### config.mk
export PLATFORM = sky130hd
export DESIGN_NAME = irq_wake_notifier
export DESIGN_NICKNAME = d
export VERILOG_FILES = /design/src/rtl/wake_pkg.sv /design/src/rtl/wake_class_decode.sv /design/src/rtl/wake_cpu_slice.sv /design/src/rtl/irq_wake_notifier.sv
export SDC_FILE = /design/constraint.sdc
export NUM_CORES = 1
export LEC_CHECK = 0
export ABC_AREA = 1
export BUFFER_PORTS_ARGS = -buffer_cell sky130_fd_sc_hd__buf_2
export CORE_MARGIN = 2
export CORE_UTILIZATION = 32
export CTS_BUF_LIST = sky130_fd_sc_hd__clkbuf_16
export DETAILED_ROUTE_END_ITERATION = 16
export HOLD_SLACK_MARGIN = 0.06
export PLACE_DENSITY = 0.73
export REMOVE_ABC_BUFFERS = 1
export SYNTH_ARGS = -nofsm -noshare
export SYNTH_HDL_FRONTEND = slang
export SYNTH_SLANG_ARGS = --single-unit
export TNS_END_PERCENT = 5
### constraint.sdc
create_clock -name clk -period 0.8 [get_ports clk]
set_input_delay 0.16 -clock clk [delete_from_list [all_inputs] [get_ports clk]]
set_output_delay 0.16 -clock clk [all_outputs]
set_load 0.1 [all_outputs]
### src/rtl/wake_pkg.sv
// Package: shared class indices and run-state codes for the wake-up notifier.
// Assumes the notify vector has one bit per interrupt class, in index order.
package wake_pkg;

    localparam int CLS_W    = 3;
    localparam int CLS_SVC  = 0;
    localparam int CLS_IO   = 1;
    localparam int CLS_MCHK = 2;

    typedef enum logic [1:0] {
        RS_STOPPED   = 2'd0,
        RS_CHECKSTOP = 2'd1,
        RS_OPERATING = 2'd2,
        RS_LOAD      = 2'd3
    } run_state_e;

endpackage

### src/rtl/wake_class_decode.sv
// Module: wake_class_decode
// Turns the raw notify vector into a one-hot class selection, with the
// lowest index first (service, then I/O, then machine-check).
// Assumes: notify is normally one-hot; any extra bits are resolved by priority.
module wake_class_decode
    import wake_pkg::*;
#(
    parameter int NUM_CLS = CLS_W
) (
    input  logic               clk,
    input  logic               rst_n,
    input  logic [NUM_CLS-1:0] notify_i,
    output logic [NUM_CLS-1:0] cls_oh_o,
    output logic               any_o
);

    // Priority pick: the lowest set notify bit wins.
    always_comb begin
        cls_oh_o = '0;
        for (int i = NUM_CLS - 1; i >= 0; i--) begin
            if (notify_i[i]) begin
                cls_oh_o = '0;
                cls_oh_o[i] = 1'b1;
            end
        end
    end

    // Any class notified.
    assign any_o = |notify_i;

    // service bit present means the service class is selected alone.
    a_r9_svc_first: assert property (@(posedge clk) disable iff (!rst_n)
        notify_i[CLS_SVC] |-> (cls_oh_o == NUM_CLS'(1 << CLS_SVC)));

    // I/O without service selects I/O.
    a_r9_io_next: assert property (@(posedge clk) disable iff (!rst_n)
        (!notify_i[CLS_SVC] && notify_i[CLS_IO]) |-> cls_oh_o[CLS_IO]);

endmodule

### src/rtl/wake_cpu_slice.sv
// Module: wake_cpu_slice
// Per-processor logic: holds the sticky interrupt-request bit and registers
// the kick decision from run state, halted flag and the class-matched enable.
// Assumes: cls_oh_i is one-hot whenever notify_any_i is high.
module wake_cpu_slice
    import wake_pkg::*;
(
    input  logic             clk,
    input  logic             rst_n,
    input  logic             notify_any_i,
    input  logic [CLS_W-1:0] cls_oh_i,
    input  logic [1:0]       run_state_i,
    input  logic             halted_i,
    input  logic             en_ext_i,
    input  logic             en_io_i,
    input  logic             en_mchk_i,
    input  logic             ack_i,
    output logic             irq_req_o,
    output logic             kick_o
);

    logic             run_ok;
    logic [CLS_W-1:0] en_vec;
    logic             en_sel;
    logic             kick_d;

    // Running means operating or load.
    assign run_ok = (run_state_i == RS_OPERATING) || (run_state_i == RS_LOAD);

    // Enable bits placed in class-index order.
    always_comb begin
        en_vec           = '0;
        en_vec[CLS_SVC]  = en_ext_i;
        en_vec[CLS_IO]   = en_io_i;
        en_vec[CLS_MCHK] = en_mchk_i;
    end

    // Enable that matches the selected class.
    assign en_sel = |(cls_oh_i & en_vec);

    // Kick decision: running, and either awake or enabled for this class.
    assign kick_d = notify_any_i && run_ok && (!halted_i || en_sel);

    // Sticky request: a notify sets it, an acknowledge clears it, and notify wins.
    always_ff @(posedge clk) begin
        if (!rst_n) begin
            irq_req_o <= 1'b0;
        end else if (notify_any_i) begin
            irq_req_o <= 1'b1;
        end else if (ack_i) begin
            irq_req_o <= 1'b0;
        end
    end

    // Registered one-cycle kick.
    always_ff @(posedge clk) begin
        if (!rst_n) begin
            kick_o <= 1'b0;
        end else begin
            kick_o <= kick_d;
        end
    end

    // the request holds without an acknowledge.
    a_r3_req_holds: assert property (@(posedge clk) disable iff (!rst_n)
        (irq_req_o && !ack_i) |=> irq_req_o);

    // an acknowledge alone clears the request.
    a_r3_ack_clears: assert property (@(posedge clk) disable iff (!rst_n)
        (ack_i && !notify_any_i) |=> !irq_req_o);

    // stopped or check-stopped processors are never kicked.
    a_r4_no_kick_idle: assert property (@(posedge clk) disable iff (!rst_n)
        (notify_any_i && !run_state_i[1]) |=> !kick_o);

    // running and awake is always kicked.
    a_r5_awake_kick: assert property (@(posedge clk) disable iff (!rst_n)
        (notify_any_i && run_state_i[1] && !halted_i) |=> kick_o);

    // halted without external enable is not kicked on service.
    a_r6_svc_gate: assert property (@(posedge clk) disable iff (!rst_n)
        (notify_any_i && cls_oh_i[CLS_SVC] && halted_i && !en_ext_i) |=> !kick_o);

    // halted without I/O enable is not kicked on I/O.
    a_r7_io_gate: assert property (@(posedge clk) disable iff (!rst_n)
        (notify_any_i && cls_oh_i[CLS_IO] && halted_i && !en_io_i) |=> !kick_o);

    // halted without machine-check enable is not kicked on machine-check.
    a_r8_mchk_gate: assert property (@(posedge clk) disable iff (!rst_n)
        (notify_any_i && cls_oh_i[CLS_MCHK] && halted_i && !en_mchk_i) |=> !kick_o);

    // no kick follows a cycle without a notify.
    a_r10_kick_needs_notify: assert property (@(posedge clk) disable iff (!rst_n)
        !notify_any_i |=> !kick_o);

endmodule

### src/rtl/irq_wake_notifier.sv
// Module: irq_wake_notifier (top)
// Broadcasts a sticky interrupt request to every processor on each notify,
// and gives a filtered one-cycle wake-up kick to each processor.
// Assumes: notify_i is a one-cycle pulse; per-processor inputs are stable
// in the cycle the pulse is sampled.
module irq_wake_notifier
    import wake_pkg::*;
#(
    parameter int NUM_CPU = 4
) (
    input  logic                 clk,
    input  logic                 rst_n,
    input  logic [CLS_W-1:0]     notify_i,
    input  logic [2*NUM_CPU-1:0] run_state_i,
    input  logic [NUM_CPU-1:0]   halted_i,
    input  logic [NUM_CPU-1:0]   en_ext_i,
    input  logic [NUM_CPU-1:0]   en_io_i,
    input  logic [NUM_CPU-1:0]   en_mchk_i,
    input  logic [NUM_CPU-1:0]   ack_i,
    output logic [NUM_CPU-1:0]   irq_req_o,
    output logic [NUM_CPU-1:0]   kick_o
);

    localparam int RS_W = 2;

    logic [CLS_W-1:0] cls_oh;
    logic             notify_any;

    // Shared class decode.
    wake_class_decode #(
        .NUM_CLS (CLS_W)
    ) u_decode (
        .clk      (clk),
        .rst_n    (rst_n),
        .notify_i (notify_i),
        .cls_oh_o (cls_oh),
        .any_o    (notify_any)
    );

    // One slice per processor.
    for (genvar k = 0; k < NUM_CPU; k++) begin : g_cpu
        wake_cpu_slice u_slice (
            .clk          (clk),
            .rst_n        (rst_n),
            .notify_any_i (notify_any),
            .cls_oh_i     (cls_oh),
            .run_state_i  (run_state_i[k*RS_W +: RS_W]),
            .halted_i     (halted_i[k]),
            .en_ext_i     (en_ext_i[k]),
            .en_io_i      (en_io_i[k]),
            .en_mchk_i    (en_mchk_i[k]),
            .ack_i        (ack_i[k]),
            .irq_req_o    (irq_req_o[k]),
            .kick_o       (kick_o[k])
        );
    end

    // any notify raises every request bit in the next cycle.
    a_r2_all_req: assert property (@(posedge clk) disable iff (!rst_n)
        (|notify_i) |=> (&irq_req_o));

    // outputs are clear in the cycle after reset.
    a_r1_reset_clear: assert property (@(posedge clk)
        !rst_n |=> (irq_req_o == '0 && kick_o == '0));

endmodule

# Yosys cells after proc, flatten, opt, wreduce, memory -nomap -nowiden
# Index checks and enable logic that the tools add are counted.
[totals]
word_cells = 60
ff_bits = 8
romBits = 0
mem_count = 0
out_inout_bits = 8
ram_bits = 0
in_bits = 33
latchBits = 0
[classes]
n_eq_ne = 8
multipliers = 0
order_cmp = 0
n_shift = 0
n_reduce_logical = 29
add_sub_neg = 0
n_div = 0
bitwise_logic = 4
muxes = 11
[ops]
columns = ["op", "n"]
rows = [
  ["== test 2 bit, second input constant", 8],
  ["OR reduction 3 bit", 5],
  ["bitwise AND 3 bit", 4],
  ["two-way mux 3 bit", 3],
  ["logical AND 1 bit", 8],
  ["logical OR 1 bit", 8],
  ["two-way mux 1 bit", 8],
  ["nonzero test 2 bit", 4],
  ["zero test 1 bit", 4],
]

# Logic depth before layout (Yosys ltp)
[logic_depth]
depth_word = 7
depth_mapped = 5
depth_no_buf = 5

# Cells and area by module
# Synthesis repeated with hierarchy kept, for this count alone.
[hier_totals]
cells_unflattened = 64
hier_area_um2 = 389.1
[by_module_without_submodules]
columns = ["mod", "instances", "area_each_um2", "cells_per_inst", "seq_area_each_um2"]
rows = [
  ["wake_cpu_slice", 4, 87.6, 14, 40.0],
  ["wake_class_decode", 1, 38.8, 8, 0.0],
]

# Worst setup path before layout
# No wires, ideal clock.
[synth_timing]
kind = "register to output"
startpoint = "reg g_cpu[3].u_slice.irq_req_o"
endpoint = "out irq_req_o[3]"
setup_slack_ns = 0.057
t_required_ns = 0.640
arrival_ns = 0.583
stages_incl_launch_ff = 2
cell_sequence = "dfxtp_1 > buf_4"
[synth_lines]
columns = ["item", "line_no", "rtl"]
rows = [
  ["from (decl)", "wake_cpu_slice.sv:18", "output logic irq_req_o,"],
  ["from (signal assigned)", "wake_cpu_slice.sv:47", "irq_req_o <= 1'b0;"],
  ["from (signal assigned)", "wake_cpu_slice.sv:49", "irq_req_o <= 1'b1;"],
  ["from (signal assigned)", "wake_cpu_slice.sv:51", "irq_req_o <= 1'b0;"],
  ["to (decl)", "irq_wake_notifier.sv:20", "output logic [NUM_CPU-1:0] irq_req_o,"],
]
# No word-level cell between the ends.

# Worst setup path after layout
[layout_timing]
startpoint = "reg g_cpu[1].u_slice.irq_req_o"
endpoint = "out irq_req_o[1]"
[layout_lines]
columns = ["item", "line_no"]
rows = [
  ["from (decl)", "wake_cpu_slice.sv:18"],
  ["from (signal assigned)", "wake_cpu_slice.sv:47"],
  ["from (signal assigned)", "wake_cpu_slice.sv:49"],
  ["from (signal assigned)", "wake_cpu_slice.sv:51"],
]
# No word-level cell between the ends.

==> key figures <==
Clock network
  • TritonCTS clock tree: done
  • Hold Buf Count CTS: 0
  • CTS Buf Count: 3
  • Clk_lat worst skew: 0.23 ns
  • CTS Buffer Depth: 2
  • H-tree Lvls: 1
  • Clock transition at path regs: 0.04 ns
  • Root Driver: clkbuf_16
  • Sinks on Clock Net: 8

Critical path
  • Reg2Reg Setup Slack: 0.12 ns
  • CP cell instances: buf_12
  • CP max stage delay: 0.34 ns
  • Buf/Inv on CP: 1
  • Kind of cell adding the most delay to the critical path: flip-flops
  • Critical Path RT: 0.64 ns
  • Crit path max-delay cell type: dfxtp_2
  • Worst Setup End Kind: output port
  • Critical path class: register to output port
  • Startpoint Class: register
  • Crit path arrival time: 0.75 ns
  • Worst-path maximum fanout: 2

Synthesis
  • Synth Cell Area: 467 um2
  • Yosys reg bits: 8
  • Ys Warns: 0
  • Synth unique cells: 14
  • Avg Inst Size Synth: 7.07 um2
  • Mapped Cells: 66
  • Seq/Total Area, Yosys: 34.3%

Routing
  • WL met3: 108 um
  • Routed vias/inst: 4.46
  • DR WL/cell: 10.3 um
  • # DRC: 0
  • Via count: 500
  • WL met1: 415 um
  • 1st-iter DRT viols: 7
  • Post-Route WL: 1150 um
  • Highest routed layer: met4
  • Pre-Repair DR Iteration Count: 3
  • Met2 wire len: 607 um
  • Post-route ant nets: 0

Floorplan
  • Site Rows: 13
  • DIE WIDTH: 42.2 um
  • Ports: 41
  • Initial Utilization: 35.0%
  • Die H: 42.2 um
  • Die Area: 1780 um2
  • Core area: 1330 um2

Power
  • Final Power: 0.00179 W
  • Leak Pwr: 0.433 nW
  • Peak supply drop: 0.00145 V
  • PD cells: 2200 nW/um2

Hold path
  • HP Class: input pin to register

Timing
  • Setup-failing EPs final: 8
  • Relative slew margins: 88.8%
  • Least-Margin Pin Slew: 0.168 ns
  • RSZ-0062 raised after global routing: yes
  • Fin. max-slew vios: 0
  • Min Tclk post-route: 0.910 ns
  • Final Skew: 0 ns
  • Setup ws final: -0.110 ns
  • Hold_ws: 0.106 ns
  • Final period util: 114%
  • Final-report hold violation count: 0
  • Fmax: 1100 MHz

Global routing
  • Global-route wire length before repair: 2080 um
  • Gr ovfl total: 0
  • Initial antenna violation count: 0
  • Total GRT Usage: 16.0%
  • Largest net degree at the start of global routing: 10
  • Vias in the first global route: 492

Run
  • Max Cap Violations: 0

Final layout
  • N_diodes: 0
  • Layout Cells excl Fill: 112
  • Share of layout cells above drive strength 1: 54.6%
  • Commonest non-fill, non-tap cell in the layout: buf_2
  • # nets final: 132
  • Fill cells: 128
  • Most frequent cells in the layout: 28 x buf_2, 12 x nor2_1
  • Area grow syn2layout: 73.7%

Placement
  • Pre-CTS setup slack: -0.0639 ns
  • DP HPWL: 936 um
  • Final GP Congestion: 0.766
  • Placed Cells: 108
  • Port Buffer Count: 36

Outcome
  • Status: complete, but fails checks
  • Failing checks: negative setup slack
final cells by class:
| class | instances | area (um2) | share of cell area [%] |
|---|---|---|---|
| repair buffers | 37 | 308 | 38.0 |
| well taps | 15 | 18.8 | 2.31 |
| flip-flops and latches | 8 | 170 | 21.0 |
| multi-input cells | 39 | 201 | 24.8 |
| clock buffers | 3 | 75.1 | 9.26 |
| inverters | 10 | 37.5 | 4.63 |
logic make-up after synthesis:
kind of cell | share of synthesized area (%)
buf+inv | 22.5
simple gates | 35.7
compound gates | 7.51
flops | 34.3
stage by stage:
step | cell area [um2] | utilization (%) | TNS (ns)
2_1_floorplan | 399 | - | -3.89
3_3_place_gp | 718 | 53.8 | -0.0734
3_5_place_dp | 718 | 53.8 | -0.165
4_1_cts | 811 | 60.8 | -0.815
5_1_grt | 811 | 60.8 | -0.955
6_report | 811 | 60.8 | -0.789
Yosys cell counts:
master / number / area, um2
inv_2: 2 / 7.51
nor2_1: 12 / 45.0
nand3_1: 8 / 40.0
nand3b_4: 1 / 20.0
o21ai_1: 1 / 5.00
o21ai_0: 2 / 10.0
inv_1: 8 / 30.0
a21oi_1: 4 / 20.0
dfxtp_1: 8 / 160
nand3b_1: 1 / 7.51
nand3_4: 1 / 17.5
nand2_2: 1 / 6.26
buf_4: 9 / 67.6
nand2_1: 8 / 30.0
metal layers:
layer | vias up | GRT usage, %
met5 | - | 0
met4 | 0 | 9.38
met3 | 2 | 9.48
met2 | 17 | 25.2
met1 | 220 | 16.1
li1 | 261 | -
where the power goes:
group | leakage [nW] | switching, W | internal (W) | total, W
clock | 0.0370 | 0.000185 | 0.000643 | 0.000828
sequential | 0.0682 | 0.0000264 | 0.000437 | 0.000463
combinational | 0.328 | 0.000300 | 0.000196 | 0.000496
state kept, by name (all words and copies together), names as in the netlist:
signal and count:
g_cpu.u_slice.irq_req_o 4, g_cpu.u_slice.kick_o 4
what timing repair did:
action / CTS / global route
setup buffers: 1 / 0
setup endpoints to repair: 8 / 8
pin swaps: 0 / 0
gates resized for setup: 8 / 0
final timing paths:
path / start / end / cells after the start
worst max register to register: g_cpu[1].u_slice.irq_req_o / g_cpu[1].u_slice.irq_req_o / 3
worst min-delay path: ack_i[1] / g_cpu[1].u_slice.irq_req_o / 2
worst max-delay path: g_cpu[1].u_slice.irq_req_o / irq_req_o[1] / 1
worst min register to register: g_cpu[3].u_slice.irq_req_o / g_cpu[3].u_slice.irq_req_o / 2
Power figures use the tool's default switching activity.
